--- config.mk ---
export PLATFORM = sky130hd
export DESIGN_NAME = tdg_guard_timer
export DESIGN_NICKNAME = d
export VERILOG_FILES = /design/src/rtl/tdg_pkg.sv /design/src/rtl/tdg_sync.sv /design/src/rtl/tdg_counter.sv /design/src/rtl/tdg_fsm.sv /design/src/rtl/tdg_guard_timer.sv
export SDC_FILE = /design/constraint.sdc
export NUM_CORES = 1
export LEC_CHECK = 0
export BUFFER_PORTS_ARGS = -buffer_cell sky130_fd_sc_hd__buf_2
export CAP_MARGIN = 20
export CORE_MARGIN = 5
export CORE_UTILIZATION = 40
export DETAILED_ROUTE_END_ITERATION = 6
export GPL_TIMING_DRIVEN = 0
export PLACE_DENSITY = 0.57
export SYNTH_ARGS = -nofsm -noshare
export SYNTH_HDL_FRONTEND = slang
export SYNTH_SLANG_ARGS = --single-unit
--- constraint.sdc ---
create_clock -name clk -period 1.6 [get_ports clk]
set_input_delay 0.16 -clock clk [delete_from_list [all_inputs] [get_ports clk]]
set_output_delay 0.16 -clock clk [all_outputs]
set_load 0.01 [all_outputs]
--- src/rtl/tdg_pkg.sv ---
package tdg_pkg;
  typedef enum logic [0:0] {
    ST_WAIT_TONE = 1'b0,
    ST_HOLD_TONE = 1'b1
  } tdg_state_t;
endpackage

--- src/rtl/tdg_sync.sv ---
module tdg_sync #(
  parameter int STAGES = 2
) (
  input  logic clk,
  input  logic rst,
  input  logic d_in,
  output logic d_out
);
  generate
    if (STAGES == 0) begin : g_pass
      assign d_out = d_in;
    end else begin : g_chain
      logic [STAGES-1:0] sh;
      always_ff @(posedge clk) begin
        if (rst) sh <= '0;
        else     sh <= {sh[STAGES-2+1-1:0], d_in} ;
      end
      assign d_out = sh[STAGES-1];
    end
  endgenerate
endmodule

--- src/rtl/tdg_counter.sv ---
module tdg_counter #(
  parameter int W = 8
) (
  input  logic         clk,
  input  logic         rst,
  input  logic         clr,
  input  logic         en,
  input  logic [W-1:0] limit,
  output logic [W-1:0] cnt,
  output logic         hit
);
  assign hit = en && !clr && (cnt == limit - W'(1));

  always_ff @(posedge clk) begin
    if (rst || clr)  cnt <= '0;
    else if (hit)    cnt <= '0;
    else if (en)     cnt <= cnt + W'(1);
  end

  // the running count never reaches the active window length
  assert_cnt_in_window_R4: assert property (@(posedge clk) disable iff (rst)
    cnt < limit);
endmodule

--- src/rtl/tdg_fsm.sv ---
module tdg_fsm
  import tdg_pkg::*;
#(
  parameter int W = 8
) (
  input  logic         clk,
  input  logic         rst,
  input  logic         es,
  input  logic         pd,
  input  logic         hit,
  output logic         cnt_en,
  output logic         cnt_clr,
  output logic         absent_phase,
  output logic         dst
);
  tdg_state_t state;

  always_comb begin
    if (state == ST_WAIT_TONE) begin
      cnt_en  = es;
      cnt_clr = pd || !es;
    end else begin
      cnt_en  = !es;
      cnt_clr = pd || es;
    end
  end

  assign absent_phase = (state == ST_HOLD_TONE);

  always_ff @(posedge clk) begin
    if (rst || pd)  state <= ST_WAIT_TONE;
    else if (hit)   state <= (state == ST_WAIT_TONE) ? ST_HOLD_TONE : ST_WAIT_TONE;
  end

  assign dst = (state == ST_HOLD_TONE);

  assert_low_after_reset_R1: assert property (@(posedge clk)
    rst |=> !dst);
  assert_pd_forces_low_R7: assert property (@(posedge clk) disable iff (rst)
    pd |=> !dst);
  assert_rise_needs_tone_R3: assert property (@(posedge clk) disable iff (rst)
    $rose(dst) |-> $past(es) && !$past(pd));
  assert_fall_needs_gap_R5: assert property (@(posedge clk) disable iff (rst)
    $fell(dst) |-> (!$past(es) || $past(pd)));
  assert_hold_on_tone_R6: assert property (@(posedge clk) disable iff (rst)
    (dst && es && !pd) |=> dst);
endmodule

--- src/rtl/tdg_guard_timer.sv ---
module tdg_guard_timer #(
  parameter int CLK_HZ      = 4194304,
  parameter int PRESENT_CYC = CLK_HZ / 1000 * 30 + (CLK_HZ % 1000) * 30 / 1000,
  parameter int ABSENT_CYC  = PRESENT_CYC,
  parameter int SYNC_STAGES = 2
) (
  input  logic clk,
  input  logic rst,
  input  logic early_steer,
  input  logic pwr_down,
  output logic steer_valid
);
  localparam int MAX_CYC = (PRESENT_CYC > ABSENT_CYC) ? PRESENT_CYC : ABSENT_CYC;
  localparam int W       = $clog2(MAX_CYC + 1);
  localparam logic [W-1:0] P_LIM = W'(PRESENT_CYC);
  localparam logic [W-1:0] A_LIM = W'(ABSENT_CYC);

  logic         es_s;
  logic         cnt_en, cnt_clr, hit, absent_phase;
  logic [W-1:0] cnt;
  logic [W-1:0] limit;

  tdg_sync #(.STAGES(SYNC_STAGES)) sync_i (
    .clk(clk), .rst(rst), .d_in(early_steer), .d_out(es_s)
  );

  assign limit = absent_phase ? A_LIM : P_LIM;

  tdg_counter #(.W(W)) cnt_i (
    .clk(clk), .rst(rst), .clr(cnt_clr), .en(cnt_en),
    .limit(limit), .cnt(cnt), .hit(hit)
  );

  tdg_fsm #(.W(W)) fsm_i (
    .clk(clk), .rst(rst), .es(es_s), .pd(pwr_down), .hit(hit),
    .cnt_en(cnt_en), .cnt_clr(cnt_clr), .absent_phase(absent_phase),
    .dst(steer_valid)
  );

  // a rise comes only out of a completed present window
  assert_rise_at_window_end_R3: assert property (@(posedge clk) disable iff (rst)
    $rose(steer_valid) |-> $past(cnt) == P_LIM - W'(1));
endmodule

---- Yosys cells after proc, flatten, opt, wreduce, memory -nomap -nowiden ----
Cells that the tools add are included.
word-level totals
  flip-flop bits (word level) ............. 20
  bits of input ports ..................... 4
operators by class
  add/sub/neg operators ................... 1
  eq/ne operators ......................... 1
  mux-type cells .......................... 3
  reduce and logical (&&, ||, !) cells .... 9
operators by type and width
  kind                     count
  $add A17 B1 Y17 const B  1
  $eq A17 B17 Y1 const B   1
  $logic_or A1 B1 Y1       4
  $mux W1                  3
  $logic_and A1 B1 Y1      2
  $logic_not A1 Y1         2
  $reduce_or A2 Y1         1

---- Longest topological paths before layout ----
Gate-level depths: netlist of the first run.
  word-level depth ........................ 7
  depth in mapped cells ................... 7
  gate-level depth less buffers ........... 6

---- Hierarchy ----
A second synthesis of the first run with hierarchy kept.
second synthesis, totals
  cells, all modules ...................... 183
  area total of the unflattened synthesis .. 1555.2 um^2
by module, submodules not included
  module           instances  cells an instance  area each (um^2)  seq. area each (um^2)
  tdg_counter      1          171                1438.9            340.3
  tdg_fsm          1          6                  56.3              20.0
  tdg_sync         1          4                  52.6              40.0
  tdg_guard_timer  1          2                  7.5               0.0

---- Worst setup path before layout of the first run ----
Ideal clock, no wire load.
  kind .................................... register -> register
  from .................................... reg fsm_i.state (netlist: fsm_i.absent_phase)
  to ...................................... reg cnt_i.cnt[16]
  library setup time ...................... 0.071 ns
  arrival time ............................ 1.655 ns
  required time ........................... 1.529 ns
  setup slack ............................. -0.127 ns
  cell stages (with the launch flop) ...... 5
  buffers on the path ..................... 0
  clock period less this slack ............ 1.727 ns
  cells stage by stage .................... dfxtp_1 > xnor2_1 > or4_4 > or3_1 > a21oi_1
on the way
  word-level cells in the longest chain between the ends .. 5
  elaborated cells on any way between the ends .. 7
  those cells by class .................... 2 x mux; 5 x reduce/logical
ends and longest elaborated chain
  what                               RTL line           text
  start, declared                    tdg_fsm.sv:16      tdg_state_t state;
  start signal, assigned             tdg_fsm.sv:32      else if (hit) state <= (state == ST_WAIT_TONE) ? ST_HOLD_TONE : ST_WAIT_TONE;
  $mux W1                            tdg_fsm.sv:19      if (state == ST_WAIT_TONE) begin
  $logic_not A1 Y1                   tdg_counter.sv:12  assign hit = en && !clr && (cnt == limit - W'(1));
  $logic_and A1 B1 Y1 (2 in series)  tdg_counter.sv:12
  $reduce_or A2 Y1 (no line)         -
  end signal, assigned               tdg_counter.sv:17  else if (en) cnt <= cnt + W'(1);
  end, declared                      tdg_counter.sv:9   output logic [W-1:0] cnt,
Several ways; a longest one is shown, not always the timed one.
A chain may end at the register's enable or synchronous reset.

---- Worst setup path after layout of the first run ----
  from .................................... reg sync_i.g_chain.sh[1]
  to ...................................... reg cnt_i.cnt[16]
on the way
  word-level cells in the longest chain between the ends .. 7
  elaborated cells on any way between the ends .. 10
  those cells by class .................... 2 x mux; 8 x reduce/logical
ends and longest elaborated chain
  what                               RTL line                      text
  start, declared                    tdg_sync.sv:13                logic [STAGES-1:0] sh;
  start signal, assigned             tdg_sync.sv:16                else sh <= {sh[STAGES-2+1-1:0], d_in} ;
  $logic_not A1 Y1                   tdg_fsm.sv:21, tdg_fsm.sv:23
  $logic_or A1 B1 Y1                 tdg_fsm.sv:21                 cnt_clr = pd || !es;
  $mux W1                            tdg_fsm.sv:19
  $logic_not A1 Y1                   tdg_counter.sv:12
  $logic_and A1 B1 Y1 (2 in series)  tdg_counter.sv:12
  $reduce_or A2 Y1 (no line)         -
Several ways; a longest one is shown, not always the timed one.

==> results by group, run 1 <==
Status
  • Run status: finished with violations
  • Failing checks: negative setup slack

Setup path
  • CP required: between 1.5 and 2 ns
  • CP startpoint kind: register
  • Crit Reg-Reg Endpoint: cnt_i.cnt[16]
  • R2R setup slack: -0.03 ns
  • Slowest-stage cell, CP: or4_4
  • Critical path class: register to register
  • Crit. End Element: register
  • Top delay family on crit path: simple AND/OR/NAND/NOR gates
  • Worst endpoint data arrival time: approximately 1.9 ns
  • Critical path depth: 4
  • Crit-path max FO: 4
  • Worst reg2reg path startpoint: sync_i.g_chain.sh[1]
  • Crit-path cells: xnor2_4, or4_4, or3_1, a21oi_1
  • Largest stage delay, worst path: between 0.5 and 0.6 ns
  • CP Buf/Inv Count: 0
  • Worst reg-to-reg path cell count: 4

STA
  • Slew Limit Fails: 0
  • Slew HR: roughly three quarters
  • Final period utilization: 102%
  • RSZ-0062 raised after global routing: true
  • Slew @ Worst Pin: around 0.35 ns
  • Hold Worst Slack: around 0.062 ns
  • Minimum clock period: around 1.6 ns
  • Final worst setup slack: -0.0289 ns
  • Final hold viol count: 0
  • Final count of negative-setup-slack endpoints: 2
  • Peak Freq: 614 MHz
  • Clock skew: 0.00347 ns

Yosys
  • Syn_area_per_cell: roughly 8.7 µm²
  • Part of the Yosys area used for sequential elements: between 40% and 50%
  • Number of synthesis warnings: 0
  • Synth Area in XOR/XNOR: 10.4%
  • Simple-gate portion of the synthesized area: between 30% and 40%
  • Post-synthesis compound-gate area fraction: about 8.6%
  • Adder-Cell Fraction of Synth Area: about 2.7%
  • Largest family of logic cells by synthesized area: simple AND/OR/NAND/NOR gates
  • Syn_nets: 113
  • Register bit total from synthesis: 20
  • Post-Syn Area: 928 µm²
  • Mux share of post-synthesis cell area: 0%
  • Synthesized instance count: approximately 110
  • Post-synthesis cell type count: 27

Routing
  • Post-route ant nets: 0
  • Drt first-iter violations: 31
  • Vias: 825
  • First-pass iteration count of the detailed router: 4
  • Total Wirelength: between 2000 and 2500 µm
  • WL per Instance: roughly 14 µm
  • Drt via density: between 5 and 6
  • Post-route DRC: 0

Die
  • Cell row count: 17
  • # IOs: 5
  • Initial Utilization: 42.0%
  • Chip Width: 58.2 µm
  • Die area: approximately 3400 µm²
  • Die height: around 58 µm
  • Core area: 2210 µm²

Finish
  • Final cell count without fillers: ~150
  • Most common cell after layout, fill and taps aside: buf_4
  • Share of layout cells above drive strength 1: roughly 47%
  • Antenna Cells: 0
  • Nets: 133
  • P&R area growth vs syn: 40.7%
  • Most frequent cells in the layout: buf_4, dfxtp_4, nand2_1, dfxtp_1, nor2_2
  • Finished Core Util: 59.0%
  • Fillers: 200

Placed design
  • Post-DP HPWL: 1330 µm
  • Placed insts: roughly 140
  • Gp weighted congestion: about 0.81
  • Number of port buffers: 4

Global route
  • First-pass GRT wire length: 3620 µm
  • Vias in the first global route: between 800 and 900
  • Initial antenna violation count: 0
  • Largest net degree at the start of global routing: 12
  • Tot GR Track Use: a little over an eighth
  • Residual overflow from global routing: 0

Worst hold path
  • Hold path cells: 2
  • Worst hold path startpoint: early_steer
  • Hold WC Path Type: input port to register
  • Worst hold path endpoint: sync_i.g_chain.sh[0]

Clock network
  • CTS tree: done
  • Clock buffer depth: 2
  • Root buf cell: clkbuf_4
  • Clock Sinks: 20
  • Worst-path clk slew: 0.12 ns
  • Num CTS Buffers: 3
  • # hold bufs at CTS: 0
  • Clk_lat worst skew: ~0.30 ns
  • CTS H-tree depth: 1

Run
  • Max-cap viol count: 0

Power and ir drop
  • Power density cells: 627 nW/µm²
  • Leakage: 0.386 nW
  • Peak supply drop: approximately 0.43 mV
==> report_power, final <==
group          leakage (nW)  switching, W   total, W  internal, W
Combinational         0.194     0.0000147  0.0000307    0.0000160
Clock                0.0210      0.000158   0.000297     0.000139
Sequential            0.170    0.00000370   0.000492     0.000488
Total                 0.386      0.000177   0.000819     0.000642
==> final cells by class <==
cell class	instances	area, µm²	share of cell area, %
well taps	28	35.0	2.68
repair buffers	15	110	8.43
inverters	3	11.3	0.862
multi-input cells	82	658	50.4
plain buffers	2	18.8	1.44
clock buffers	4	36.3	2.78
flip-flops and latches	20	437	33.4
==> cell usage after synthesis <==
master / instances / share of area (%)
xor2_1: 5 / 4.7
and3_1: 1 / 0.67
dfxtp_1: 20 / 43
nor4b_1: 2 / 1.9
nor4_1: 1 / 0.67
nand3_1: 7 / 3.8
xnor2_1: 6 / 5.7
nand2_1: 8 / 3.2
nor3_1: 3 / 1.6
and4_1: 1 / 0.94
or4_1: 1 / 0.81
buf_2: 1 / 0.54
clkbuf_1: 1 / 0.40
nor4bb_1: 2 / 2.2
or3_1: 7 / 4.7
nand2b_1: 1 / 0.67
a211oi_1: 1 / 0.81
nor2_1: 10 / 4.0
o21ai_1: 1 / 0.54
o21ai_0: 6 / 3.2
or4_4: 2 / 2.4
o31ai_1: 1 / 0.81
a21oi_1: 6 / 3.2
nand4_1: 5 / 3.4
nor2b_1: 3 / 2.0
inv_1: 3 / 1.2
ha_1: 2 / 2.7
==> worst register-to-register path: stages, from the launching register on <==
cell and delay (ns):
dfxtp_4 0.40, xnor2_4 0.16, or4_4 0.54, or3_1 0.36, a21oi_1 0.12
==> per-layer routing <==
metal	GRT usage, %	part of all wire, %	vias to the layer above
met3	2.23	2.1	4
met1	18.2	48	393
li1	-	-	421
met5	0	0	-
met4	6.62	1.8	0
met2	21.3	48	7
==> worst max path at each step <==
stage,end,start
after floorplan,cnt_i.cnt[16],fsm_i.absent_phase
after global placement,cnt_i.cnt[2],sync_i.g_chain.sh[1]
after detailed placement,cnt_i.cnt[2],sync_i.g_chain.sh[1]
after CTS,fsm_i.absent_phase,cnt_i.cnt[1]
after global routing,cnt_i.cnt[16],cnt_i.cnt[0]
final,cnt_i.cnt[16],sync_i.g_chain.sh[1]
==> cell families after synthesis <==
kind of cell               count (synthesis)
buffers and inverters                      5
DFF                                       20
and+or+nand+nor                           54
AOI/OAI and AO/OA                         15
xor gates and xnor gates                  11
adders and majority gates                  2
==> flip-flops by register name, summed over array words and instances, names as in the netlist <==
register and count:
fsm_i.absent_phase 1, cnt_i.cnt 17, sync_i.g_chain.sh 2
==> what timing repair did <==
action                                  4_1_cts  5_1_grt
pin swaps                                    12        8
gates resized for setup                      27       24
setup buffers                                 8        2
gates cloned                                  0        1
endpoints found under the setup margin       17       17
==> per-stage QoR <==
stage / cell area [µm²] / setup WS, ns / power [W] / TNS (ns)
after floorplan: 971 / -0.0192 / 0.000523 / -0.0192
after global placement: 1030 / -0.241 / 0.000531 / -2.71
after detailed placement: 1030 / -0.246 / 0.000531 / -2.85
after CTS: 1220 / -0.0354 / 0.000830 / -0.0354
after global routing: 1310 / -0.0694 / 0.000849 / -0.599
final: 1310 / -0.0289 / 0.000819 / -0.0349
(Power assumes the default switching activity.)
==> run 2: changes to the inputs <==
--- a/config.mk
+++ b/config.mk
@@ -11,7 +11,8 @@
 export CORE_UTILIZATION = 40
 export DETAILED_ROUTE_END_ITERATION = 6
 export GPL_TIMING_DRIVEN = 0
-export PLACE_DENSITY = 0.57
+export PLACE_DENSITY = 0.56
 export SYNTH_ARGS = -nofsm -noshare
 export SYNTH_HDL_FRONTEND = slang
+export SYNTH_HIERARCHICAL = 1
 export SYNTH_SLANG_ARGS = --single-unit
==> results by group, run 2 <==
Status
  • Run status: finished with violations
  • Failing checks: negative setup slack

Yosys
  • Most numerous cell in the Yosys netlist: xnor2_1
  • Ys async rst share: 0%
  • Top cells by area, synth: dfxtp_1, xnor2_1, xor2_1, nor4_1, nor4_4
  • Most common library cells after synthesis: xnor2_1, nor4_1, dfxtp_1
  • Register bit total from synthesis: 20
  • Synth top area share: around a quarter
  • Cell accounting for the most synthesized area: dfxtp_1
  • Post-Syn Area: 1560 µm²
  • Part of the Yosys area used for sequential elements: approximately a quarter
  • Post-synth EDFFs: 0
  • Number of synthesis warnings: 6
  • Syn_area_per_cell: between 8 and 9 µm²
  • Top FF cell, synth: dfxtp_1
  • Post-synthesis cell type count: between 40 and 50
  • Synthesized instance count: ~180

STA
  • Final period utilization: 138%
  • Peak Freq: about 450 MHz
  • Final setup TNS: -9.82 ns
  • Slew Limit Fails: 0
  • Slew @ Worst Pin: 0.663 ns
  • Clock skew: roughly 0.0029 ns
  • Final count of negative-setup-slack endpoints: 18
  • Slew HR: between 50% and 60%
  • Final worst setup slack: -0.604 ns
  • Minimum clock period: ~2.2 ns
  • RSZ-0062 raised after global routing: true
  • Final hold viol count: 0

Finish
  • Final cell count without fillers: ~300
  • Fillers: 372
  • P&R area growth vs syn: 29.0%
  • Most frequent cells in the layout: conb_1, xnor2_1, nor4_1
  • Antenna Cells: 0
  • Nets: around 260
  • Finished Core Util: between 50% and 60%
  • Share of layout cells above drive strength 1: between 10% and 20%
  • Most common cell after layout, fill and taps aside: conb_1
  • Biggest register: cnt_i/cnt
  • Largest register FFs: 17

Global route
  • Residual overflow from global routing: 0
  • Largest net degree at the start of global routing: 13
  • Initial antenna violation count: 0
  • Vias in the first global route: between 1000 and 1500
  • First-pass GRT wire length: roughly 5600 µm
  • Tot GR Track Use: 13.5%

Setup path
  • CP startpoint kind: register
  • CP Launch Point: fsm_i/absent_phase
  • Worst reg-to-reg path cell count: 9
  • Crit Reg-Reg Endpoint: cnt_i/cnt[1]
  • CP required: ~1.8 ns
  • CP Buf/Inv Count: 3
  • Worst reg2reg path startpoint: fsm_i/absent_phase
  • Crit path capture: cnt_i/cnt[1]
  • Slowest-stage cell, CP: or4_4
  • Crit-path cells: xor2_2, buf_4, nand4b_1, a211o_1, or4_4, nor4_4, buf_6, buf_6, nor4_1
  • Crit path top cell by count: buf_6
  • Crit. End Element: register
  • Critical path class: register to register
  • R2R setup slack: -0.60 ns
  • Critical path depth: 9
  • Worst endpoint data arrival time: 2.35 ns
  • Largest stage delay, worst path: slightly below 0.5 ns
  • Crit-path max FO: 8
  • Top delay family on crit path: simple AND/OR/NAND/NOR gates

Placed design
  • Placement Setup Slack: -0.939 ns
  • Gp weighted congestion: 0.817
  • Number of port buffers: 4
  • Post-DP HPWL: 2550 µm
  • Placed insts: between 200 and 300

Clock network
  • Clock buffer depth: 2
  • Worst-path clk slew: approximately 0.080 ns
  • # hold bufs at CTS: 0
  • Num CTS Buffers: 3
  • CTS tree: done
  • Root buf cell: clkbuf_8
  • CTS H-tree depth: 1
  • Clk_lat worst skew: between 0.2 and 0.3 ns
  • Clock Sinks: 20

Worst hold path
  • Hold WC Path Type: input port to register

Routing
  • First-pass iteration count of the detailed router: 4
  • WL per Instance: approximately 11 µm
  • Drt via density: roughly 4.6
  • Total Wirelength: roughly 3300 µm
  • Post-route DRC: 0
  • Vias: ~1400
  • Drt first-iter violations: 78
  • Post-route ant nets: 0

Die
  • Die area: roughly 5200 µm²
  • Die height: roughly 72 µm
  • Core area: between 3000 and 4000 µm²
  • Initial Utilization: 41.9%
  • Chip Width: just over 70 µm
  • # IOs: 5
  • Cell row count: 22

Power and ir drop
  • Peak supply drop: between 0.5 and 0.6 mV
  • Leakage: ~0.77 nW
  • Total Power: between 0.001 and 0.0015 W
  • Power density cells: around 570 nW/µm²

Run
  • Max-cap viol count: 0
run 2: worst min path at each step:
stage / startpoint / endpoint / slack, ns / cells past startpoint
final: pwr_down / fsm_i/absent_phase / 0.05 / 2
after floorplan: rst / fsm_i/absent_phase / 0.23 / 1
after global placement: pwr_down / fsm_i/absent_phase / 0.34 / 2
after global routing: pwr_down / fsm_i/absent_phase / 0.07 / 2
after CTS: pwr_down / fsm_i/absent_phase / 0.05 / 2
after detailed placement: pwr_down / fsm_i/absent_phase / 0.34 / 2
run 2: logic make-up (layout without fill, tap and decap cells):
group                      count (synthesis)  in the layout  synth area share, %
adders and majority gates                  2              2                 1.61
xor gates and xnor gates                  41             41                 23.1
muxes                                      2              2                 1.29
AOI/OAI and AO/OA                         20             20                 10.2
and+or+nand+nor                           80             80                 32.7
other                                      2             62                0.483
DFF                                       20             20                 25.7
buffers and inverters                     16             28                 4.83
run 2: through the flow:
stage / hold WS, ns / cell area (µm²)
floorplan: 0.229 / 1790
global placement: 0.335 / 1870
detailed placement: 0.335 / 1870
CTS: 0.0538 / 2010
global route: 0.0702 / 2010
finish: 0.0544 / 2010
run 2: what timing repair did:
item | CTS | global route
setup buffers | 4 | 0
endpoints found under the setup margin | 18 | 18
pin swaps | 5 | 2
cloned | 1 | 0
resized for setup | 7 | 3
run 2: where the power goes:
part | switching (W) | internal, W | total, W
logic | 0.0000877 | 0.0000536 | 0.000141
registers | 0.00000133 | 0.000500 | 0.000501
clock network | 0.000173 | 0.000334 | 0.000507
total | 0.000262 | 0.000887 | 0.00115
run 2: worst reg2reg max path: stages, from the launching register on:
cell      delay, ns
dfxtp_2        0.35
xor2_2         0.18
buf_4          0.19
nand4b_1       0.13
a211o_1        0.25
or4_4          0.49
nor4_4         0.16
buf_6          0.18
buf_6          0.12
nor4_1         0.05
run 2: final cells by class:
class	count	area, µm²	share of cell area (%)
inverter	5	18.8	0.936
timing repair buffer	9	65.1	3.24
clock inverter	1	30.0	1.50
multi-input combinational	207	1330	66.4
sequential	20	403	20.1
buffer	10	56.3	2.81
clock buffer	3	41.3	2.06
tap	48	60.1	2.99
run 2: per-layer routing:
layer	vias to the layer above	routed length (µm)	global-route usage, %
li1	752	-	-
met1	612	1630	18.4
met2	17	1540	21.8
met3	2	94	1.25
met4	0	20	5.01
met5	-	0	0
